<file path="config.mk">
export PLATFORM = sky130hd
export DESIGN_NAME = tmac_decode
export DESIGN_NICKNAME = d
export VERILOG_FILES = /design/src/rtl/tmac_pkg.sv /design/src/rtl/tmac_decode.sv
export SDC_FILE = /design/constraint.sdc
export NUM_CORES = 1
export LEC_CHECK = 0
export ABC_AREA = 1
export BUFFER_PORTS_ARGS = -buffer_cell sky130_fd_sc_hd__buf_4
export CORE_MARGIN = 2
export CORE_UTILIZATION = 35
export DETAILED_ROUTE_END_ITERATION = 6
export PLACE_DENSITY = 0.78
export SLEW_MARGIN = 20
export SYNTH_ARGS = -nofsm -noshare
export SYNTH_HDL_FRONTEND = slang
export SYNTH_SLANG_ARGS = --single-unit
</file>
<file path="constraint.sdc">
create_clock -name vclk -period 3.1
set_input_delay 0.62 -clock vclk [all_inputs]
set_output_delay 0.62 -clock vclk [all_outputs]
set_load 0.02 [all_outputs]
</file>
<file path="src/rtl/tmac_pkg.sv">
package tmac_pkg;
    typedef enum logic [2:0] {
        EXC_NONE   = 3'd0,
        EXC_UNPOP  = 3'd1,
        EXC_ALIGN  = 3'd2,
        EXC_ACCESS = 3'd3,
        EXC_CLASH  = 3'd4
    } exc_e;

    localparam logic [2:0] SZ_8   = 3'd0;
    localparam logic [2:0] SZ_16  = 3'd1;
    localparam logic [2:0] SZ_32  = 3'd2;
    localparam logic [2:0] SZ_64  = 3'd3;
    localparam logic [2:0] SZ_128 = 3'd4;
endpackage

</file>
<file path="src/rtl/tmac_decode.sv">
module tmac_decode
    import tmac_pkg::*;
#(
    parameter int          ADDR_W     = 21,
    parameter int          REGION_BIT = 17,
    parameter int          BANK_BYTES = 16384,
    parameter int unsigned POP_BASE   = 32'h4_0000,
    parameter int unsigned POP_LAST   = 32'h7_FFFF,
    parameter int          NBANK      = 16,
    parameter int          WORD_W     = 11
) (
    input  logic              valid,
    input  logic              is_fetch,
    input  logic [ADDR_W-1:0] addr,
    input  logic [2:0]        size,
    input  logic              wr,
    input  logic              store_blk,
    output logic [NBANK-1:0]  bank_en,
    output logic [WORD_W-1:0] word,
    output logic [2:0]        exc
);
    localparam int BOFF   = $clog2(BANK_BYTES);
    localparam int BSEL_W = $clog2(NBANK);

    logic [2:0]        eff_size;
    logic              populated;
    logic              misal;
    logic              upper;
    logic              wide;
    logic              bad_type;
    logic [BSEL_W-3:0] elem;

    always_comb begin
        eff_size  = is_fetch ? SZ_64 : size;
        populated = (32'(addr) >= POP_BASE) && (32'(addr) <= POP_LAST);
        case (eff_size)
            SZ_16:   misal = addr[0];
            SZ_32:   misal = |addr[1:0];
            SZ_64:   misal = |addr[2:0];
            SZ_128:  misal = |addr[3:0];
            default: misal = 1'b0;
        endcase
        upper    = addr[REGION_BIT];
        elem     = addr[REGION_BIT-1 -: (BSEL_W-2)];
        wide     = !is_fetch && (size == SZ_128);
        bad_type = is_fetch ? upper
                 : ((size > SZ_128)
                    || (wide && !upper)
                    || (wr && (size != SZ_32) && (size != SZ_64))
                    || (wr && store_blk));

        bank_en = '0;
        word    = '0;
        exc     = EXC_NONE;
        if (valid) begin
            if (!populated) begin
                exc = EXC_UNPOP;
            end else if (misal) begin
                exc = EXC_ALIGN;
            end else if (bad_type) begin
                exc = EXC_ACCESS;
            end else if (!upper) begin
                bank_en[{1'b0, addr[REGION_BIT-1:BOFF]}] = 1'b1;
                word = addr[BOFF-1:3];
            end else begin
                bank_en[{1'b1, elem, addr[3]}] = 1'b1;
                if (wide) begin
                    bank_en[{1'b1, elem, 1'b1}] = 1'b1;
                end
                word = addr[BOFF:4];
            end
        end
    end
endmodule

</file>
==> summary.md, run 1 <==
| Metric | Value |
|---|---|
| Syn Inst Count | `129` |
| Clock buffers | `0` |
| Worst Hold Class | `input port to output pin` |
| Worst hold slack | `1.62 ns` |
| RSZ-0062 raised after global routing | `no` |
| Dpl cells | `197` |
| Post-route minimum period | `2.47 ns` |
| Yosys warns | `0` |
| Synth top cells by count | `42 x nand2_1, 25 x nor2_1, 19 x inv_1` |
| Layout Utilization | `64.6%` |
| Hold Fails Final Rpt | `0` |
| Num rows | `14` |
| Peak Freq | `405 MHz` |
| Drt drc | `0` |
| Ranking of synthesized cells by area | `nand2_1 26%, nor2_1 16%, inv_1 12%, nor2_2 12%, o21ai_0 9.2%` |
| Critical Path AT | `1.85 ns` |
| Max-cap check violation count | `0` |
| Data required time of the worst path | `2.48 ns` |
| Core Area | `0.00156 sq mm` |
| Max FO, Critical Path | `16` |
| Mapped cell area | `597 sq um` |
| FF/Latch Area | `0 sq um` |
| Total design power | `0.0832 mW` |
| Initial Util | `38.3%` |
| Detail Route Antenna Nets | `0` |
| Area grow syn2layout | `68.8%` |
| Layout cells sized above 1 | `39.8%` |
| Critical Path Most Common Cell | `buf_4` |
| DR pass1 iterations | `4` |
| Synth Area per Inst | `4.63 sq um` |
| Top-count cell post-synth | `nand2_1` |
| Total wire length | `1.76 mm` |
| Via Count | `886` |
| Synth cell types | `21` |
| Top-area cell type share of the netlist area | `26.4%` |
| TNS Setup | `0 ns` |
| CTS resizes | `0` |
| Total GRT Usage | `16.9%` |
| Crit-path cells | `buf_4, inv_1, nand2_1, nand2_2, nand3_2, nor2_1, buf_4` |
| Total gr overflow | `0` |
| IO buf count | `57` |
| N_diodes | `0` |
| Status | `complete, no violations` |
| Largest net degree at the start of global routing | `17` |
| Vias in the first global route | `691` |
| Critical path type | `input port to output pin` |
| Initial DRC Count | `18` |
| Slowest CP cell | `inv_1` |
| Avg WL per Cell | `8.94 um` |
| Die Ht | `45.3 um` |
| Cts hold-fix bufs | `0` |
| Vias per cell | `4.50` |
| Initial antenna violation count | `0` |
| Top-level I/O count | `58` |
| Syn_nets | `157` |
| Die W | `45.3 um` |
| Pwr dens | `82.6 mW/mm^2` |
| FFs & Latches | `0` |
| Final #Nets | `211` |
| Worst path max stage delay | `0.28 ns` |
| Critical Path Start Type | `input port` |
| Setup Buffers After CTS | `0` |
| Register area share after synthesis | `0%` |
| Yosys top cell by area | `nand2_1` |
| Final Max Slew Viols | `0` |
| Endpoint class of the critical path | `output pin` |
| # setup viols final | `0` |
| Critical path buffers and inverters | `3` |
| Critical path's top delay family | `simple AND/OR/NAND/NOR gates` |
| Fin cells | `197` |
| First-pass GRT wire length | `2.76 mm` |
| Final period util | `79.6%` |
| GPL Wtd Cong | `0.803` |
| HPWL Detailed | `1.53 mm` |
| Leakage power figure | `0.560 nW` |
| Die area | `0.00205 sq mm` |
| VDD IR max | `50.4 uV` |
cell type report:
type,instances,area (sq um)
repair buffers,57,428
well taps,16,20.0
fillers,161,552
multi-input cells,105,488
inverters,19,71.3
kinds of logic (layout without fill, tap and decap cells):
| logic type | Yosys count | after routing | share of synthesized area, % |
|---|---|---|---|
| other | 1 | 1 | 0.628 |
| AO/OA/AOI/OAI | 15 | 15 | 13.4 |
| buffers and inverters | 24 | 76 | 18.2 |
| AND/OR/NAND/NOR | 89 | 89 | 67.7 |
power by group:
part	leakage, nW	internal (mW)	total, mW	switching, mW
Combinational	0.560	0.0388	0.0832	0.0444
Clock	0	0	0	0
Sequential	0	0	0	0
Total	0.560	0.0388	0.0832	0.0444
metrics by stage:
| step | area [sq um] | setup WS [ns] |
|---|---|---|
| after floorplan | 597 | 0.887 |
| after global placement | 1010 | 0.657 |
| after detailed placement | 1010 | 0.624 |
| after CTS | 1010 | 0.623 |
| after global routing | 1010 | 0.451 |
| final | 1010 | 0.632 |
placed cells by master (no fill, tap or decap):
cell type and n:
nor2_2 11, nand2_1 42, nor3_1 3, nand2_2 1, o21ai_1 1, a211oi_1 1, nand3_4 1, nand3b_1 1
a21oi_1 1, nor2_1 25, a21boi_0 1, o21ai_0 11, inv_1 19, nand3_1 2, buf_4 57, conb_1 1
nand4_1 1, nor2_4 1, nand3_2 1
per-layer routing:
| metal | GRT usage (%) | wire length [um] | vias up |
|---|---|---|---|
| li1 | - | - | 492 |
| met1 | 21.2 | 737 | 365 |
| met2 | 32.3 | 896 | 29 |
| met3 | 1.60 | 128 | 0 |
| met4 | 0.588 | 0 | 0 |
| met5 | 0 | 0 | - |
worst paths after layout:
kind,start,endpoint,slack [ns],depth (start not counted)
setup / recovery,addr[17],word[1],0.63,7
hold / removal,addr[7],word[4],1.62,4
(Power assumes the default switching activity.)
==> inputs of run 2 (changes only) <==
- clock period: 3.1 -> 2.3 ns (I/O delays scaled with it)
==> run 2 against run 1 <==
First-iteration DRC count is 39% lower; worst hold slack got worse by 0.31 ns; wire length up 4.1%; sequential share of layout area stayed put; largest power group unchanged.
==> summary.md, run 2 (same netlist as run 1, synthesis figures left out) <==
| Metric | Value |
|---|---|
| Leakage power figure | `0.565 nW` |
| Num rows | `14` |
| # setup viols final | `0` |
| Max FO, Critical Path | `16` |
| Critical path type | `input port to output pin` |
| FFs & Latches | `0` |
| Post-route minimum period | `2.09 ns` |
| Data required time of the worst path | `1.84 ns` |
| Met2 Usage GRT | `31.4%` |
| Endpoint class of the critical path | `output pin` |
| Most frequent cells in the layout | `58 x buf_4, 42 x nand2_1, 25 x nor2_1` |
| Core Area | `0.00156 sq mm` |
| CTS resizes | `0` |
| Crit-path cells | `buf_4, nor2_2, nor2_1, nand2_1, nand2_1, nor2_4, nand3_4, nor2_1, buf_4` |
| Cts hold-fix bufs | `0` |
| Layout cells sized above 1 | `40.1%` |
| Drt drc | `0` |
| Total design power | `0.115 mW` |
| Hold Fails Final Rpt | `0` |
| Most common cell after layout, fill and taps aside | `buf_4` |
| Vias per cell | `4.50` |
| Area grow syn2layout | `70.0%` |
| Hold path cells | `4` |
| Pwr dens | `113 mW/mm^2` |
| Slowest CP cell | `nand3_4` |
| N_diodes | `0` |
| Final #Nets | `212` |
| Avg WL per Cell | `9.26 um` |
| Vias in the first global route | `721` |
| Total GRT Usage | `17.7%` |
| Critical path buffers and inverters | `2` |
| Critical Path Start Type | `input port` |
| Largest net degree at the start of global routing | `17` |
| Total wire length | `1.83 mm` |
| Final Max Slew Viols | `0` |
| Total gr overflow | `0` |
| Die area | `0.00205 sq mm` |
| Hold_sp | `addr[11]` |
| Worst path max stage delay | `0.22 ns` |
| Gr busiest metal | `met2` |
| Initial DRC Count | `11` |
| GR Util met3 | `0.400%` |
| Worst Hold Class | `input port to output pin` |
| VDD IR max | `72.5 uV` |
| Post-place instance area | `0.00101 sq mm` |
| First-pass GRT wire length | `2.93 mm` |
| Setup Buffers After CTS | `0` |
| Critical path depth | `9` |
| IO buf count | `57` |
| HPWL Detailed | `1.59 mm` |
| TNS Setup | `0 ns` |
| GPL Wtd Cong | `0.766` |
| Critical Path AT | `1.63 ns` |
| Die W | `45.3 um` |
| Top-level I/O count | `58` |
| Hold path endpoint | `word[8]` |
| Critical path's top delay family | `simple AND/OR/NAND/NOR gates` |
| Final period util | `91.0%` |
| Initial Util | `38.3%` |
| FF/Latch Area | `0 sq um` |
| Max-cap check violation count | `0` |
| Met1 Track Usage GR | `24.8%` |
| Final Cell Area | `0.00101 sq mm` |
| Detail Route Antenna Nets | `0` |
| Peak Freq | `478 MHz` |
| Initial antenna violation count | `0` |
| Status | `complete, no violations` |
| RSZ-0062 raised after global routing | `no` |
| Clock buffers | `0` |
| Via Count | `891` |
| Die Ht | `45.3 um` |
| Worst hold slack | `1.30 ns` |
| DR pass1 iterations | `3` |
-- run 2: changes by cell type in the layout (fill, tap and decap cells not counted), sizes merged --
cell / change
buf: +1
-- run 2: layout make-up --
class	instances	area [sq um]
fillers	168	544
inverters	19	71.3
well taps	16	20.0
repair buffers	58	435
multi-input cells	105	488
-- run 2: worst max-delay path by stage --
stage	to	slack, ns	start
3_3_place_gp	bank_en[11]	0.24	addr[17]
6_report	bank_en[11]	0.21	size[0]
2_1_floorplan	word[0]	0.41	size[0]
3_5_place_dp	bank_en[11]	0.21	addr[17]
4_1_cts	bank_en[11]	0.20	size[0]
5_1_grt	word[4]	0.06	size[0]
-- run 2: stage by stage --
step	instances	util [%]	setup slack (ns)
finish	198	65.1	0.207
CTS	198	65.1	0.199
floorplan	129	-	0.407
global placement	198	65.1	0.244
detailed placement	198	65.1	0.208
global route	198	65.1	0.0564
-- run 2: routing by layer --
layer	up-vias	share of wire (%)	wire, um
met3	0	5.0	91
met1	375	46	838
li1	493	-	-
met4	0	0	0
met2	23	49	904
met5	-	0	0
-- run 2: where the power goes --
part	internal, mW	total (mW)	switching, mW
clock	0	0	0
sequential	0	0	0
combinational	0.0534	0.115	0.0613
-- run 2: worst min-delay path: cells and delay by family --
family                 cells  cell delay (ns)
AO/OA/AOI/OAI              1             0.06
buffers and inverters      2             0.22
AND/OR/NAND/NOR            1             0.10
==> inputs of run 3 (changes only) <==
- BUFFER_PORTS_ARGS: -buffer_cell sky130_fd_sc_hd__buf_4 -> -buffer_cell sky130_fd_sc_hd__buf_2
- CORE_UTILIZATION: 35 -> 39
- PLACE_DENSITY: 0.78 -> 0.86
==> run 3 against run 2 <==
Cell area fell by 14%; first-iteration DRC count fell by 45%; largest power group unchanged; count of clock-buffer cells in the layout did not move; flip-flop and latch count did not move; sequential share of layout area did not move.
==> summary.md, run 3 (same netlist as run 1, synthesis figures left out) <==
| Metric | Value |
|---|---|
| Pwr dens | `114 mW/mm^2` |
| Cts hold-fix bufs | `0` |
| Top-level I/O count | `58` |
| Total GRT Usage | `18.6%` |
| N_diodes | `0` |
| TNS Setup | `0 ns` |
| Drt drc | `0` |
| Vias in the first global route | `768` |
| Max-cap check violation count | `0` |
| Combinational power share | `100.0%` |
| Critical path startpoint | `size[0]` |
| DR pass1 iterations | `4` |
| Core Area | `0.00147 sq mm` |
| Hold Fails Final Rpt | `0` |
| FF/Latch Area | `0 sq um` |
| Avg WL per Cell | `8.96 um` |
| Post-route minimum period | `2.12 ns` |
| Num rows | `14` |
| Final period util | `92.3%` |
| Detail Route Antenna Nets | `0` |
| Hold path endpoint | `word[6]` |
| # setup viols final | `0` |
| Max FO, Critical Path | `11` |
| Peak Freq | `471 MHz` |
| Worst Hold Class | `input port to output pin` |
| Via Count | `909` |
| P_int | `0.0386 mW` |
| Critical Path Start Type | `input port` |
| Total gr overflow | `0` |
| Initial antenna violation count | `0` |
| Initial Util | `40.6%` |
| Vias per cell | `4.59` |
| Final Max Slew Viols | `0` |
| Die area | `0.00186 sq mm` |
| Pre-CTS WS | `0.205 ns` |
| Critical Path AT | `1.66 ns` |
| Sequential Power Share | `0%` |
| Critical path type | `input port to output pin` |
| IO buf count | `57` |
| Clock power frac | `0%` |
| RSZ-0062 raised after global routing | `no` |
| Area grow syn2layout | `46.1%` |
| Hold_sp | `addr[9]` |
| Clock buffers | `0` |
| HPWL Detailed | `1.48 mm` |
| Most frequent cells in the layout | `57 x buf_2, 42 x nand2_1, 25 x nor2_1` |
| First-pass GRT wire length | `2.93 mm` |
| Layout cells sized above 1 | `40.1%` |
| Hold path cells | `4` |
| Final #Nets | `212` |
| Total wire length | `1.78 mm` |
| Die Ht | `43.1 um` |
| CTS resizes | `0` |
| Net switching power | `0.0609 mW` |
| Largest net degree at the start of global routing | `17` |
| Worst-case setup margin in the final layout | `0.177 ns` |
| Footprint of the multi-input gates | `488 sq um` |
| GPL Wtd Cong | `0.826` |
| Total design power | `0.0995 mW` |
| Most common cell after layout, fill and taps aside | `buf_2` |
| Initial DRC Count | `6` |
| Status | `complete, no violations` |
| Layout Utilization | `59.3%` |
| # fillers | `172` |
| Data required time of the worst path | `1.84 ns` |
| Die W | `43.1 um` |
| Sw Share | `61.2%` |
| Leakage power figure | `0.544 nW` |
| FFs & Latches | `0` |
| Endpoint class of the critical path | `output pin` |
| VDD IR max | `79.1 uV` |
| Setup Buffers After CTS | `0` |
run 3: cell counts in the layout (fill, tap and decap cells not counted):
No cell type changed its count.
run 3: critical path, stage by stage:
cell and delay (ns):
buf_2 0.11, nor2_2 0.18, nand2_1 0.07, nand2_1 0.06, nand3_1 0.08, nand2_2 0.12
nand3_2 0.23, nor2_1 0.16, buf_2 0.18
run 3: through the flow:
step / std cells / area, sq um / hold WS (ns)
global placement: 198 / 872 / 1.31
detailed placement: 198 / 872 / 1.31
CTS: 198 / 872 / 1.31
global route: 198 / 872 / 1.35
finish: 198 / 872 / 1.31
floorplan: 129 / 597 / 1.10
run 3: layout make-up:
class                           instances  share of cell area [%]
Inverter                               19                    8.18
Tap cell                               16                    2.30
Timing Repair Buffer                   58                    33.6
Multi-Input combinational cell        105                    56.0
run 3: power by group through the flow:
stage | logic [mW] | registers, mW | clock network, mW
5_1_grt | 0.114 | 0 | 0
4_1_cts | 0.0998 | 0 | 0
6_report | 0.0995 | 0 | 0
2_1_floorplan | 0.0608 | 0 | 0
3_5_place_dp | 0.0993 | 0 | 0
3_3_place_gp | 0.0961 | 0 | 0
run 3: how the worst max path moves through the flow:
stage	slack [ns]	to	cells after the start
after floorplan	0.41	word[0]	8
after global placement	0.24	bank_en[0]	9
after detailed placement	0.21	word[10]	9
after CTS	0.20	word[10]	9
after global routing	0.06	word[1]	9
final	0.18	word[1]	9
run 3: per-layer routing:
metal  GRT usage, %  part of all wire, %  vias up
met5              0                    0        -
met4              0                    0        0
met3          0.851                  7.3        0
met2           37.9                   51       30
met1           22.0                   42      382
li1               -                    -      497
